File: config.mk
export PLATFORM = sky130hd
export DESIGN_NAME = fracdiv_clkgen
export DESIGN_NICKNAME = d
export VERILOG_FILES = /design/src/rtl/fracdiv_pkg.sv /design/src/rtl/fracdiv_cfg_reg.sv /design/src/rtl/fracdiv_phase_acc.sv /design/src/rtl/fracdiv_period_cnt.sv /design/src/rtl/fracdiv_clkgen.sv
export SDC_FILE = /design/constraint.sdc
export NUM_CORES = 1
export LEC_CHECK = 0
export BUFFER_PORTS_ARGS = -buffer_cell sky130_fd_sc_hd__buf_4
export CAP_MARGIN = 20
export CELL_PAD_IN_SITES_DETAIL_PLACEMENT = 0
export CELL_PAD_IN_SITES_GLOBAL_PLACEMENT = 2
export CORE_UTILIZATION = 36
export DETAILED_ROUTE_END_ITERATION = 6
export GPL_ROUTABILITY_DRIVEN = 0
export PLACE_DENSITY_LB_ADDON = 0.08
export SYNTH_ARGS = -nofsm -noshare
export SYNTH_HDL_FRONTEND = slang
export SYNTH_SLANG_ARGS = --single-unit
File: constraint.sdc
create_clock -name clk_i -period 2.84 [get_ports clk_i]
set_clock_uncertainty 0.05 [all_clocks]
set_input_delay 0.426 -clock clk_i [delete_from_list [all_inputs] [get_ports clk_i]]
set_output_delay 0.426 -clock clk_i [all_outputs]
set_load 0.01 [all_outputs]
File: src/rtl/fracdiv_pkg.sv
package fracdiv_pkg;

   // Output stage variants
   typedef enum int unsigned {
      OUT_PULSE  = 0,   // clk_o mirrors the period tick
      OUT_SQUARE = 1    // clk_o high for the first half of the period
   } out_mode_e;

   // Smallest integer ratio the divider accepts
   localparam int unsigned MIN_INT_DIV = 2;

endpackage

File: src/rtl/fracdiv_cfg_reg.sv
module fracdiv_cfg_reg #(
   parameter int unsigned INT_W  = 8,
   parameter int unsigned FRAC_W = 16,
   parameter logic [INT_W+FRAC_W-1:0] RST_DIV = {8'd4, 16'd0}
) (
   input  logic                    clk_i,
   input  logic                    rst_ni,
   input  logic                    we_i,
   input  logic [INT_W+FRAC_W-1:0] div_i,
   output logic [INT_W-1:0]        pend_int_o,
   output logic [FRAC_W-1:0]       pend_frac_o
);
   localparam int unsigned DIV_W = INT_W + FRAC_W;

   logic [DIV_W-1:0] pend_q;
   logic             wr_ok;

   assign wr_ok = we_i && (div_i[DIV_W-1:FRAC_W] >= INT_W'(fracdiv_pkg::MIN_INT_DIV));

   always_ff @(posedge clk_i or negedge rst_ni) begin
      if (!rst_ni) begin
         pend_q <= RST_DIV;
      end else if (wr_ok) begin
         pend_q <= div_i;
      end
   end

   assign pend_int_o  = pend_q[DIV_W-1:FRAC_W];
   assign pend_frac_o = pend_q[FRAC_W-1:0];

   // a write with an integer part below the minimum leaves the pending value alone
   assert_reject_low_int_R8 : assert property (@(posedge clk_i) disable iff (!rst_ni)
      (we_i && (div_i[DIV_W-1:FRAC_W] < INT_W'(fracdiv_pkg::MIN_INT_DIV)))
      |=> $stable(pend_q));

endmodule

File: src/rtl/fracdiv_phase_acc.sv
module fracdiv_phase_acc #(
   parameter int unsigned FRAC_W = 16
) (
   input  logic              clk_i,
   input  logic              rst_ni,
   input  logic              clr_i,
   input  logic              load_i,
   input  logic              fresh_i,
   input  logic [FRAC_W-1:0] frac_i,
   output logic              ext_o
);
   logic [FRAC_W-1:0] acc_q;
   logic              ext_q;
   logic [FRAC_W:0]   sum;

   assign sum = {1'b0, (fresh_i ? '0 : acc_q)} + {1'b0, frac_i};

   always_ff @(posedge clk_i or negedge rst_ni) begin
      if (!rst_ni) begin
         acc_q <= '0;
         ext_q <= 1'b0;
      end else if (clr_i) begin
         acc_q <= '0;
         ext_q <= 1'b0;
      end else if (load_i) begin
         acc_q <= sum[FRAC_W-1:0];
         ext_q <= sum[FRAC_W];
      end
   end

   assign ext_o = ext_q;

   // a zero fraction never stretches a period
   assert_no_stretch_zero_frac_R5 : assert property (@(posedge clk_i) disable iff (!rst_ni)
      (load_i && !clr_i && (frac_i == '0)) |=> !ext_o);

endmodule

File: src/rtl/fracdiv_period_cnt.sv
module fracdiv_period_cnt #(
   parameter int unsigned INT_W = 8,
   parameter fracdiv_pkg::out_mode_e OUT_MODE = fracdiv_pkg::OUT_SQUARE
) (
   input  logic             clk_i,
   input  logic             rst_ni,
   input  logic             en_i,
   input  logic [INT_W-1:0] pend_int_i,
   input  logic             ext_i,
   output logic             load_o,
   output logic             fresh_o,
   output logic             tick_o,
   output logic             clk_o
);
   localparam int unsigned LEN_W = INT_W + 1;

   logic             run_q;
   logic             tick_q;
   logic [LEN_W-1:0] cnt_q;
   logic [INT_W-1:0] act_int_q;
   logic [LEN_W-1:0] len;
   logic             last;

   assign len     = {1'b0, act_int_q} + LEN_W'(ext_i);
   assign last    = run_q && (cnt_q == (len - LEN_W'(1)));
   assign load_o  = en_i && (!run_q || last);
   assign fresh_o = en_i && !run_q;

   always_ff @(posedge clk_i or negedge rst_ni) begin
      if (!rst_ni) begin
         run_q     <= 1'b0;
         tick_q    <= 1'b0;
         cnt_q     <= '0;
         act_int_q <= '0;
      end else if (!en_i) begin
         run_q     <= 1'b0;
         tick_q    <= 1'b0;
         cnt_q     <= '0;
      end else if (load_o) begin
         run_q     <= 1'b1;
         tick_q    <= 1'b1;
         cnt_q     <= '0;
         act_int_q <= pend_int_i;
      end else begin
         tick_q    <= 1'b0;
         cnt_q     <= cnt_q + LEN_W'(1);
      end
   end

   assign tick_o = tick_q;

   generate
      if (OUT_MODE == fracdiv_pkg::OUT_SQUARE) begin : g_square
         logic             clk_q;
         logic [LEN_W-1:0] hi_len;
         assign hi_len = {1'b0, act_int_q} >> 1;
         always_ff @(posedge clk_i or negedge rst_ni) begin
            if (!rst_ni) begin
               clk_q <= 1'b0;
            end else if (!en_i) begin
               clk_q <= 1'b0;
            end else if (load_o) begin
               clk_q <= 1'b1;
            end else begin
               clk_q <= (cnt_q + LEN_W'(1)) < hi_len;
            end
         end
         assign clk_o = clk_q;

         // every period opens in its high phase
         assert_tick_opens_high_R6 : assert property (@(posedge clk_i) disable iff (!rst_ni)
            tick_o |-> clk_o);
      end else begin : g_pulse
         assign clk_o = tick_q;
      end
   endgenerate

   // outputs are low one cycle after the enable was low
   assert_held_low_when_off_R1 : assert property (@(posedge clk_i) disable iff (!rst_ni)
      !$past(en_i) |-> (!tick_o && !clk_o));

   // the period after a fresh start is never stretched
   assert_first_period_whole_R2 : assert property (@(posedge clk_i) disable iff (!rst_ni)
      $rose(run_q) |-> !ext_i);

   // the count never passes the current period length
   assert_cnt_in_range_R3 : assert property (@(posedge clk_i) disable iff (!rst_ni)
      run_q |-> (cnt_q < len));

   // the active ratio only changes at a period boundary
   assert_hold_ratio_mid_period_R7 : assert property (@(posedge clk_i) disable iff (!rst_ni)
      (en_i && run_q && !last) |=> $stable(act_int_q));

endmodule

File: src/rtl/fracdiv_clkgen.sv
module fracdiv_clkgen #(
   parameter int unsigned INT_W  = 8,
   parameter int unsigned FRAC_W = 16,
   parameter logic [INT_W+FRAC_W-1:0] RST_DIV = {8'd4, 16'd0},
   parameter fracdiv_pkg::out_mode_e OUT_MODE = fracdiv_pkg::OUT_SQUARE
) (
   input  logic                    clk_i,
   input  logic                    rst_ni,
   input  logic                    cfg_we_i,
   input  logic [INT_W+FRAC_W-1:0] cfg_div_i,
   input  logic                    en_i,
   output logic                    tick_o,
   output logic                    clk_o
);
   localparam int unsigned DIV_W = INT_W + FRAC_W;

   generate
      if (INT_W < 2) begin : g_bad_int_w
         $error("fracdiv_clkgen: INT_W must be at least 2");
      end
      if (FRAC_W < 1) begin : g_bad_frac_w
         $error("fracdiv_clkgen: FRAC_W must be at least 1");
      end
      if (RST_DIV[DIV_W-1:FRAC_W] < INT_W'(fracdiv_pkg::MIN_INT_DIV)) begin : g_bad_rst
         $error("fracdiv_clkgen: RST_DIV integer part below minimum");
      end
   endgenerate

   logic [INT_W-1:0]  pend_int;
   logic [FRAC_W-1:0] pend_frac;
   logic              load;
   logic              fresh;
   logic              ext;

   fracdiv_cfg_reg #(
      .INT_W   (INT_W),
      .FRAC_W  (FRAC_W),
      .RST_DIV (RST_DIV)
   ) cfg_i (
      .clk_i       (clk_i),
      .rst_ni      (rst_ni),
      .we_i        (cfg_we_i),
      .div_i       (cfg_div_i),
      .pend_int_o  (pend_int),
      .pend_frac_o (pend_frac)
   );

   fracdiv_phase_acc #(
      .FRAC_W (FRAC_W)
   ) acc_i (
      .clk_i   (clk_i),
      .rst_ni  (rst_ni),
      .clr_i   (!en_i),
      .load_i  (load),
      .fresh_i (fresh),
      .frac_i  (pend_frac),
      .ext_o   (ext)
   );

   fracdiv_period_cnt #(
      .INT_W    (INT_W),
      .OUT_MODE (OUT_MODE)
   ) cnt_i (
      .clk_i      (clk_i),
      .rst_ni     (rst_ni),
      .en_i       (en_i),
      .pend_int_i (pend_int),
      .ext_i      (ext),
      .load_o     (load),
      .fresh_o    (fresh),
      .tick_o     (tick_o),
      .clk_o      (clk_o)
   );

endmodule

==> impl_metrics.yaml, run 1 <==
power_and_ir_drop:
  comb_power_share_pct: 30.9
  clkPwrFrac_pct: 29.9
  cellPowerDensity_nw_per_um2: 603.2
  p_int_mw: 1.822
  p_seq_share_pct: 39.1
  peakVddDrop_uv: 226.5
  power.switching_uw: 899.9
  p_leak_nw: 2.131
  swShare_pct: 33.06
die:
  die-area_um2: 10620
  die_h_um: 103.1
  ios: 30
  initial_utilization_pct: 37.45
  row_count: 36
  core-area_um2: 9819
  die_w_um: 103.1
cts:
  cts_buffers: 9
  cts.clk_slew.worst_paths_ps: 80
  htreeDepth: 3
  cts_sinks: 61
  clockRootBuffer: "clkbuf_8"
  cts_tree: "done"
  worstSkewPairLatency_ps: 350
  cts_buffer_depth: 2
  postCtsHoldBufs: 0
routing:
  dr.first_iter.drc_count: 58
  drc: 0
  drt-total-wl_um: 8488
  wl_per_cell_um: 15.66
  postRouteAntennaNets: 0
  dr.pass1.iters: 4
  num_vias: 2787
  vias_per_cell: 5.142
layout:
  syn_to_final_growth_pct: 22.73
  postLayoutCellArea_um2: 4513
  drive_gt1_share_pct: 28.36
  nFillCells: 985
  n_antenna_cell: 0
  nNetsFinal: 458
  finish.utilization_pct: 45.96
yosys:
  syn_nets: 407
  synth_edf_count: 0
  ys.flop_type: "dfrtp_1"
  synth_top_cell_area_share_pct: 40.83
  synth_top_cell_by_area: "dfrtp_1"
  yosys_warnings: 0
  yosysMostFrequentCell: "dfrtp_1"
  yosysUniqueCellTypes: 56
  ys_seq_area_share_pct: 41.54
  syn-cell-area_um2: 3677
  synth_common_cells: "dfrtp_1, nand2_1, and2_1, ha_1, mux2_2"
  synthCells: 353
  ys_seq_elements: 61
  async_reset_ff_share_pct: 100.0
  synth_area_leaders: "dfrtp_1, ha_1, mux2_2"
  syn_avg_cell_area_um2: 10.42
placed_design:
  place_area_um2: 4175
  port_buffers: 29
  hpwlAfterDp_um: 6061
  post-place-ws_ps: -61.32
global_route:
  antenna_found_initial: 0
  grt_pass1_vias: 2867
  grt_pass1_wl_um: 14140
  overflow: 0
  grt_max_degree: 62
  track_usage_pct: 17.94
worst_setup_path:
  required_ps: 3030
  r2r_end: "cnt_i.act_int_q[0]$_DFFE_PN0P_"
  start_kind: "flop"
  crit_buf_inv: 3
  path_max_fanout: 5
  ff2ff_setup_slack_ps: 70
  crit-reg2reg-launch: "acc_i.ext_o$_DFFE_PN0P_"
  path_cells: "inv_2, ha_2, ha_4, or3_1, a311oi_2, inv_1, o31ai_4, clkbuf_16, mux2_2"
  max_stage_delay_ps: 390
  slowest_stage: "dfrtp_1"
  reg2reg_depth: 9
  worstSetupPathType: "flop to flop"
  cp_top_family: "compound AO/OA/AOI/OAI gates"
  cp-end-kind: "flop"
  arrival_ps: 2960
sta:
  slew_viol_final: 0
  setup_viol: 0
  setup_ws_ps: 72.43
  rsz0062_at_grt: "no"
  final.min_clock_period_ps: 2768
  relSlewSlack_pct: 48.53
  fin_crit_sh_pct: 97.45
  hold_viol: 0
  fmax_mhz: 361.3
  fin_setup_tns_ps: 0
  worst_pin_slew_ps: 772.1
run:
  cap_violations: 0
hold_path:
  hold_class: "primary input to asynchronous set/reset pin"
outcome:
  outcome: "complete, no violations"
==> sequential cells by signal, summed over array words and instances (netlist names) <==
name and count:
cnt_i.clk_o 1, cnt_i.tick_o 1, acc_i.ext_o 1, cnt_i.run_q 1, cnt_i.act_int_q 8, cfg_i.pend_q 24, acc_i.acc_q 16, cnt_i.cnt_q 9
==> metrics by stage <==
stage	total power [mW]	std cells	hold slack, ps
detailed placement	1.866	523	401.2
floorplan	1.614	353	80.41
global route	2.916	542	137.9
finish	2.722	542	97.75
CTS	2.703	539	140.6
global placement	1.865	523	401.7
==> area by class of cell <==
class                           instances  area (um^2)  share of cell area, %
Clock buffer                            9        123.9                  2.745
Clock inverter                          7        81.33                  1.802
Timing Repair Buffer                   54        439.2                  9.731
Sequential cell                        61         1528                  33.85
Multi-Input combinational cell        263         2118                  46.94
Tap cell                              133        166.4                  3.687
Inverter                               15        56.30                  1.248
==> kinds of logic after synthesis <==
| logic type | count (synthesis) | share of synthesized area (%) |
|---|---|---|
| mux | 25 | 7.656 |
| simple gates | 109 | 16.26 |
| buf+inv | 29 | 3.572 |
| flops | 61 | 41.54 |
| xor+xnor | 22 | 5.240 |
| fa+ha+maj | 26 | 9.051 |
| compound gates | 81 | 16.67 |
==> power groups by stage <==
stage / Clock, mW / Sequential, mW / Combinational [mW]
global route: 0.883 / 1.09 / 0.947
floorplan: 0 / 1.04 / 0.572
CTS: 0.847 / 1.06 / 0.795
detailed placement: 0 / 1.08 / 0.788
global placement: 0 / 1.08 / 0.787
finish: 0.815 / 1.07 / 0.842
==> placed cells by master, fill, tap and decap left out, types with 2 or more instances in the layout <==
master,synthesis,final
a211oi_1,3,3
a21boi_0,2,2
a21o_1,8,8
a21oi_1,14,14
a22o_1,14,14
a31oi_1,4,3
a32o_1,3,3
and2_1,25,25
and3_1,5,5
buf_4,1,51
clkbuf_8,0,9
clkinv_4,0,2
dfrtp_1,60,60
ha_1,25,23
inv_1,15,14
inv_6,0,3
mux2_2,24,24
nand2_1,33,33
nand3_1,6,6
nand4_1,2,2
nor2_1,12,11
nor2b_1,3,3
nor3_1,2,2
nor4_2,0,2
o211a_1,2,2
o211ai_1,3,3
o21a_1,5,5
o21ai_0,11,9
o21ai_1,0,2
o32a_1,2,2
or2_2,2,2
or3_1,4,4
xnor2_1,15,15
xor2_1,7,7
==> worst max-delay path by stage <==
stage / from / endpoint / slack (ps) / cells after the start
floorplan: cnt_i.run_q$_DFFE_PN0P_ / acc_i.acc_q[13]$_DFFE_PN0P_ / 10 / 11
global placement: en_i / acc_i.ext_o$_DFFE_PN0P_ / -20 / 11
detailed placement: en_i / acc_i.ext_o$_DFFE_PN0P_ / -60 / 11
CTS: acc_i.ext_o$_DFFE_PN0P_ / cnt_i.act_int_q[0]$_DFFE_PN0P_ / 6 / 10
global route: acc_i.ext_o$_DFFE_PN0P_ / cnt_i.act_int_q[0]$_DFFE_PN0P_ / 8 / 10
finish: acc_i.ext_o$_DFFE_PN0P_ / cnt_i.act_int_q[0]$_DFFE_PN0P_ / 70 / 9
==> per-layer routing <==
metal  wire length, um  vias up  GRT usage, %
met5                 0        -             0
met4               201        0         8.884
met3               131       14         3.186
met2              4448       22         31.54
met1              3706     1378         21.05
li1                  -     1373             -
==> timing repair <==
| action | 4_1_cts | 5_1_grt |
|---|---|---|
| buffers inserted | 0 | 2 |
| endpoints found under the setup margin | 1 | 36 |
| gates resized for setup | 1 | 19 |
| pin swaps | 0 | 3 |
| cloned | 0 | 1 |
No activity file was read; power rests on OpenSTA's default activity.
==> inputs of run 2 (changes only) <==
Settings changed: MAX_ROUTING_LAYER from default to met4.
==> run 2 against run 1 <==
Effect of this change:
- flip-flop and latch count did not move
- via count rose by 0.29%
- total power barely moved
- global-route usage rose by 0.51 points
- count of clock-buffer cells in the layout did not move
- setup slack improved by 3.2 ps
- worst hold slack improved by 2.3 ps
- critical path type unchanged
- clock power barely moved
==> impl_metrics.yaml, run 2 (same netlist as run 1, synthesis figures left out) <==
power_and_ir_drop:
  p_leak_nw: 2.131
  swShare_pct: 33.02
  cellPowerDensity_nw_per_um2: 602.8
  clkPwrFrac_pct: 29.9
  comb_power_share_pct: 30.9
  peakVddDrop_uv: 226.6
  power.switching_uw: 898.4
  p_seq_share_pct: 39.1
  power_mw: 2.721
  p_int_mw: 1.822
sta:
  slew_viol_final: 0
  fin_setup_tns_ps: 0
  fin_crit_sh_pct: 97.34
  relSlewSlack_pct: 48.40
  setup_ws_ps: 75.58
  fmax_mhz: 361.7
  rsz0062_at_grt: "no"
  worst_pin_slew_ps: 774.0
  hold_viol: 0
  finalHoldWorstSlack_ps: 100.0
  final.min_clock_period_ps: 2764
  setup_viol: 0
layout:
  final_common_cell: "dfrtp_1"
  nFillCells: 985
  regMostFlops: "cfg_i.pend_q"
  n_antenna_cell: 0
  drive_gt1_share_pct: 28.36
  syn_to_final_growth_pct: 22.73
  nNetsFinal: 458
  largest_reg_flops: 24
  final_cell_mix: "dfrtp_1, buf_4, nand2_1"
  largestRegisters: "cfg_i.pend_q (24), acc_i.acc_q (16), cnt_i.cnt_q (9)"
  finish.utilization_pct: 45.96
die:
  ios: 30
  core-area_um2: 9819
  row_count: 36
  die_h_um: 103.1
  die_w_um: 103.1
  die-area_um2: 10620
  initial_utilization_pct: 37.45
global_route:
  track_usage_pct: 18.45
  antenna_found_initial: 0
  overflow: 0
  grt_pass1_wl_um: 14130
  grt_max_degree: 62
  grt_pass1_vias: 2869
cts:
  htreeDepth: 3
  cts_tree: "done"
  clockRootBuffer: "clkbuf_8"
  cts_buffer_depth: 2
  worstSkewPairLatency_ps: 350
  cts.clk_slew.worst_paths_ps: 80
  cts_buffers: 9
  cts_sinks: 61
routing:
  drc: 0
  vias_per_cell: 5.157
  dr.first_iter.drc_count: 61
  postRouteAntennaNets: 0
  wl_per_cell_um: 15.63
  dr.pass1.iters: 4
  drt-total-wl_um: 8470
  num_vias: 2795
worst_setup_path:
  cp-startpoint: "acc_i.ext_o$_DFFE_PN0P_"
  required_ps: 3030
  crit_buf_inv: 3
  crit_cells: 9
  ff2ff_setup_slack_ps: 80
  arrival_ps: 2950
  reg2reg_depth: 9
  slowest_stage: "dfrtp_1"
  cp-end-kind: "flop"
  cp_top_family: "compound AO/OA/AOI/OAI gates"
  max_stage_delay_ps: 390
  crit-reg2reg-launch: "acc_i.ext_o$_DFFE_PN0P_"
  start_kind: "flop"
  worstSetupPathType: "flop to flop"
  r2r_end: "cnt_i.act_int_q[0]$_DFFE_PN0P_"
  path_max_fanout: 5
  endpoint: "cnt_i.act_int_q[0]$_DFFE_PN0P_"
  path_cells: "inv_2, ha_2, ha_4, or3_1, a311oi_2, inv_1, o31ai_4, clkbuf_16, mux2_2"
hold_path:
  hold_class: "primary input to asynchronous set/reset pin"
placed_design:
  port_buffers: 29
  post-place-ws_ps: -61.32
  hpwlAfterDp_um: 6061
run:
  cap_violations: 0
outcome:
  outcome: "complete, no violations"
run 2: cell counts in the layout (fill, tap and decap cells not counted):
Identical to the previous run, type by type.
run 2: what timing repair did:
action / in CTS / in global routing
hold buffers: 0 / 0
cloned: 0 / 1
pin swaps: 0 / 3
resized for setup: 1 / 19
setup endpoints to repair: 1 / 36
setup buffers: 0 / 2
run 2: metrics by stage:
stage | std cells | area, um^2
3_5_place_dp | 523 | 4175
4_1_cts | 539 | 4380
3_3_place_gp | 523 | 4175
6_report | 542 | 4513
5_1_grt | 542 | 4513
2_1_floorplan | 353 | 3677
run 2: cell type report:
type	instances	area, um^2	area share, %
timing repair buffer	54	439.2	9.731
sequential	61	1528	33.85
multi-input combinational	263	2118	46.94
clock buffer	9	123.9	2.745
inverter	15	56.30	1.248
clock inverter	7	81.33	1.802
tap	133	166.4	3.687
run 2: power groups by stage:
| stage | Combinational, mW | Clock, mW | Sequential (mW) |
|---|---|---|---|
| 5_1_grt | 0.947 | 0.881 | 1.09 |
| 6_report | 0.842 | 0.814 | 1.06 |
| 3_5_place_dp | 0.788 | 0 | 1.08 |
| 4_1_cts | 0.795 | 0.847 | 1.06 |
| 3_3_place_gp | 0.787 | 0 | 1.08 |
| 2_1_floorplan | 0.572 | 0 | 1.04 |
run 2: layer usage:
layer / track usage, % / wire (um) / vias up
li1: - / - / 1375
met1: 21.05 / 3712 / 1383
met2: 31.54 / 4428 / 22
met3: 2.983 / 126 / 15
met4: 8.884 / 201 / 0
met5: - / 0 / -
run 2: worst min-delay path by stage:
stage,cells after the start,start,end
after floorplan,0,rst_ni,acc_i.acc_q[0]$_DFFE_PN0P_
after global placement,2,cfg_i.pend_q[18]$_DFFE_PN1P_,cfg_i.pend_q[18]$_DFFE_PN1P_
after detailed placement,2,cfg_i.pend_q[18]$_DFFE_PN1P_,cfg_i.pend_q[18]$_DFFE_PN1P_
after CTS,1,en_i,cnt_i.run_q$_DFFE_PN0P_
after global routing,1,en_i,cnt_i.run_q$_DFFE_PN0P_
final,1,rst_ni,cnt_i.cnt_q[1]$_DFF_PN0_
==> inputs of run 3 (changes only) <==
Settings changed: PLACE_DENSITY from default to 0.84, PLACE_DENSITY_LB_ADDON 0.08 to default.
==> run 3 against run 2 <==
Effect of this change:
- first-iteration DRC count is 16% higher
- flip-flop and latch count stayed put
- total power decreased by 1.4%
- via count is 0.57% higher
- setup slack gained 26 ps
- die area is the same
- worst hold slack lost 16 ps
- largest cell class unchanged
==> impl_metrics.yaml, run 3 (same netlist as run 1, synthesis figures left out) <==
outcome:
  outcome: "complete, no violations"
routing:
  num_vias: 2811
  vias_per_cell: 5.148
  drc: 0
  dr.pass1.iters: 4
  dr.first_iter.drc_count: 71
  drt-total-wl_um: 7886
  postRouteAntennaNets: 0
  wl_per_cell_um: 14.44
worst_setup_path:
  endpoint: "cnt_i.act_int_q[0]$_DFFE_PN0P_"
  cp-end-kind: "flop"
  path_max_fanout: 5
  reg2reg_depth: 11
  required_ps: 3030
  start_kind: "flop"
  arrival_ps: 2930
  crit-reg2reg-launch: "acc_i.ext_o$_DFFE_PN0P_"
  cp-startpoint: "acc_i.ext_o$_DFFE_PN0P_"
  worstSetupPathType: "flop to flop"
  ff2ff_setup_slack_ps: 100
  r2r_end: "cnt_i.act_int_q[0]$_DFFE_PN0P_"
power_and_ir_drop:
  p_leak_nw: 2.159
  swShare_pct: 31.46
  p_int_mw: 1.838
  power_mw: 2.681
  clkPwrFrac_pct: 28.5
  power.switching_uw: 843.6
  peakVddDrop_uv: 260.8
  cellPowerDensity_nw_per_um2: 589.0
  comb_power_share_pct: 31.7
  p_seq_share_pct: 39.8
cts:
  cts_buffer_depth: 2
  htreeDepth: 3
  clockRootBuffer: "clkbuf_8"
  worstSkewPairLatency_ps: 350
  cts.clk_slew.worst_paths_ps: 70
  postCtsHoldBufs: 0
  cts_buffers: 9
  cts_tree: "done"
  cts_sinks: 61
die:
  die-area_um2: 10620
  die_h_um: 103.1
  core-area_um2: 9819
  die_w_um: 103.1
  ios: 30
  row_count: 36
  initial_utilization_pct: 37.45
sta:
  fmax_mhz: 365.1
  hold_viol: 0
  relSlewSlack_pct: 48.83
  finalHoldWorstSlack_ps: 83.94
  slew_viol_final: 0
  setup_viol: 0
  fin_crit_sh_pct: 96.43
  final.min_clock_period_ps: 2739
  setup_ws_ps: 101.4
  worst_pin_slew_ps: 767.6
global_route:
  antenna_found_initial: 0
  grt_pass1_vias: 2981
  track_usage_pct: 17.90
  grt_pass1_wl_um: 13920
  grt_max_degree: 62
  overflow: 0
placed_design:
  post-place-ws_ps: -145.4
  hpwlAfterDp_um: 5566
  place_area_um2: 4183
  port_buffers: 29
layout:
  regMostFlops: "cfg_i.pend_q"
  n_antenna_cell: 0
  final_cell_mix: "dfrtp_1, buf_4, nand2_1"
  largestRegisters: "cfg_i.pend_q (24), acc_i.acc_q (16), cnt_i.cnt_q (9)"
  drive_gt1_share_pct: 29.78
  nNetsFinal: 462
  syn_to_final_growth_pct: 23.78
  largest_reg_flops: 24
  postLayoutCellArea_um2: 4552
  final_common_cell: "dfrtp_1"
run:
  cap_violations: 0
hold_path:
  hold_class: "primary input to asynchronous set/reset pin"
## run 3: cell types whose count changed in the layout (fill, tap and decap cells not counted), moves of 2 or more
cell | before | now
buf_4 | 51 | 55
clkbuf_1 | 0 | 2
clkinv_2 | 0 | 2
clkinv_4 | 2 | 0
inv_1 | 14 | 12
inv_2 | 1 | 3
inv_6 | 3 | 0
## run 3: worst max-delay path, stage by stage (launching register included)
cell,delay [ps]
dfrtp_1,390
inv_2,90
ha_4,140
buf_4,100
or4b_4,490
nor2_4,140
nor4b_4,220
o22ai_2,160
o31ai_4,250
buf_4,170
buf_12,100
mux2_2,320
## run 3: area by class of cell
| class | instances | area, um^2 |
|---|---|---|
| clock buffer | 12 | 145.1 |
| clock inverter | 4 | 47.55 |
| fill | 965 | 5268 |
| inverter | 15 | 56.30 |
| multi-input combinational | 263 | 2137 |
| sequential | 61 | 1528 |
| tap | 133 | 166.4 |
| timing repair buffer | 58 | 471.7 |
## run 3: per-stage QoR
| step | utilization, % | setup TNS [ps] | instances |
|---|---|---|---|
| 6_report | 46.36 | 0 | 546 |
| 5_1_grt | 46.36 | -214.7 | 546 |
| 4_1_cts | 45.44 | 0 | 544 |
| 3_5_place_dp | 42.60 | -874.8 | 524 |
| 3_3_place_gp | 42.60 | -144.2 | 524 |
| 2_1_floorplan | - | 0 | 353 |
## run 3: worst min-delay path by stage
stage                                          end  slack [ps]
floorplan               acc_i.acc_q[0]$_DFFE_PN0P_          80
finish              cnt_i.act_int_q[2]$_DFFE_PN0P_          80
global route        cnt_i.act_int_q[1]$_DFFE_PN0P_         160
CTS                 cnt_i.act_int_q[2]$_DFFE_PN0P_         120
detailed placement    cfg_i.pend_q[18]$_DFFE_PN1P_         410
global placement      cfg_i.pend_q[18]$_DFFE_PN1P_         400
## run 3: layer usage
layer  wire length, um  track usage [%]  up-vias  share of wire [%]
met5                 0                -        -                  0
met4               202            9.534        0                2.6
met3               178            2.915       17                2.3
met2              3817            28.67       37                 48
met1              3688            21.66     1372                 47
li1                  -                -     1385                  -
## run 3: repair_timing
action	in CTS	in global routing
hold endpoints to repair	0	0
pin swaps	3	5
gates resized for setup	10	16
endpoints found under the setup margin	21	24
gates cloned	1	0
setup buffers	3	2
## run 3: power by group through the flow
stage               sequential, mW  combinational, mW  clock [mW]
floorplan                     1.04              0.572           0
global placement              1.07              0.775           0
detailed placement            1.07              0.783           0
CTS                           1.06              0.814       0.792
global route                  1.08              0.952       0.828
finish                        1.07              0.850       0.764
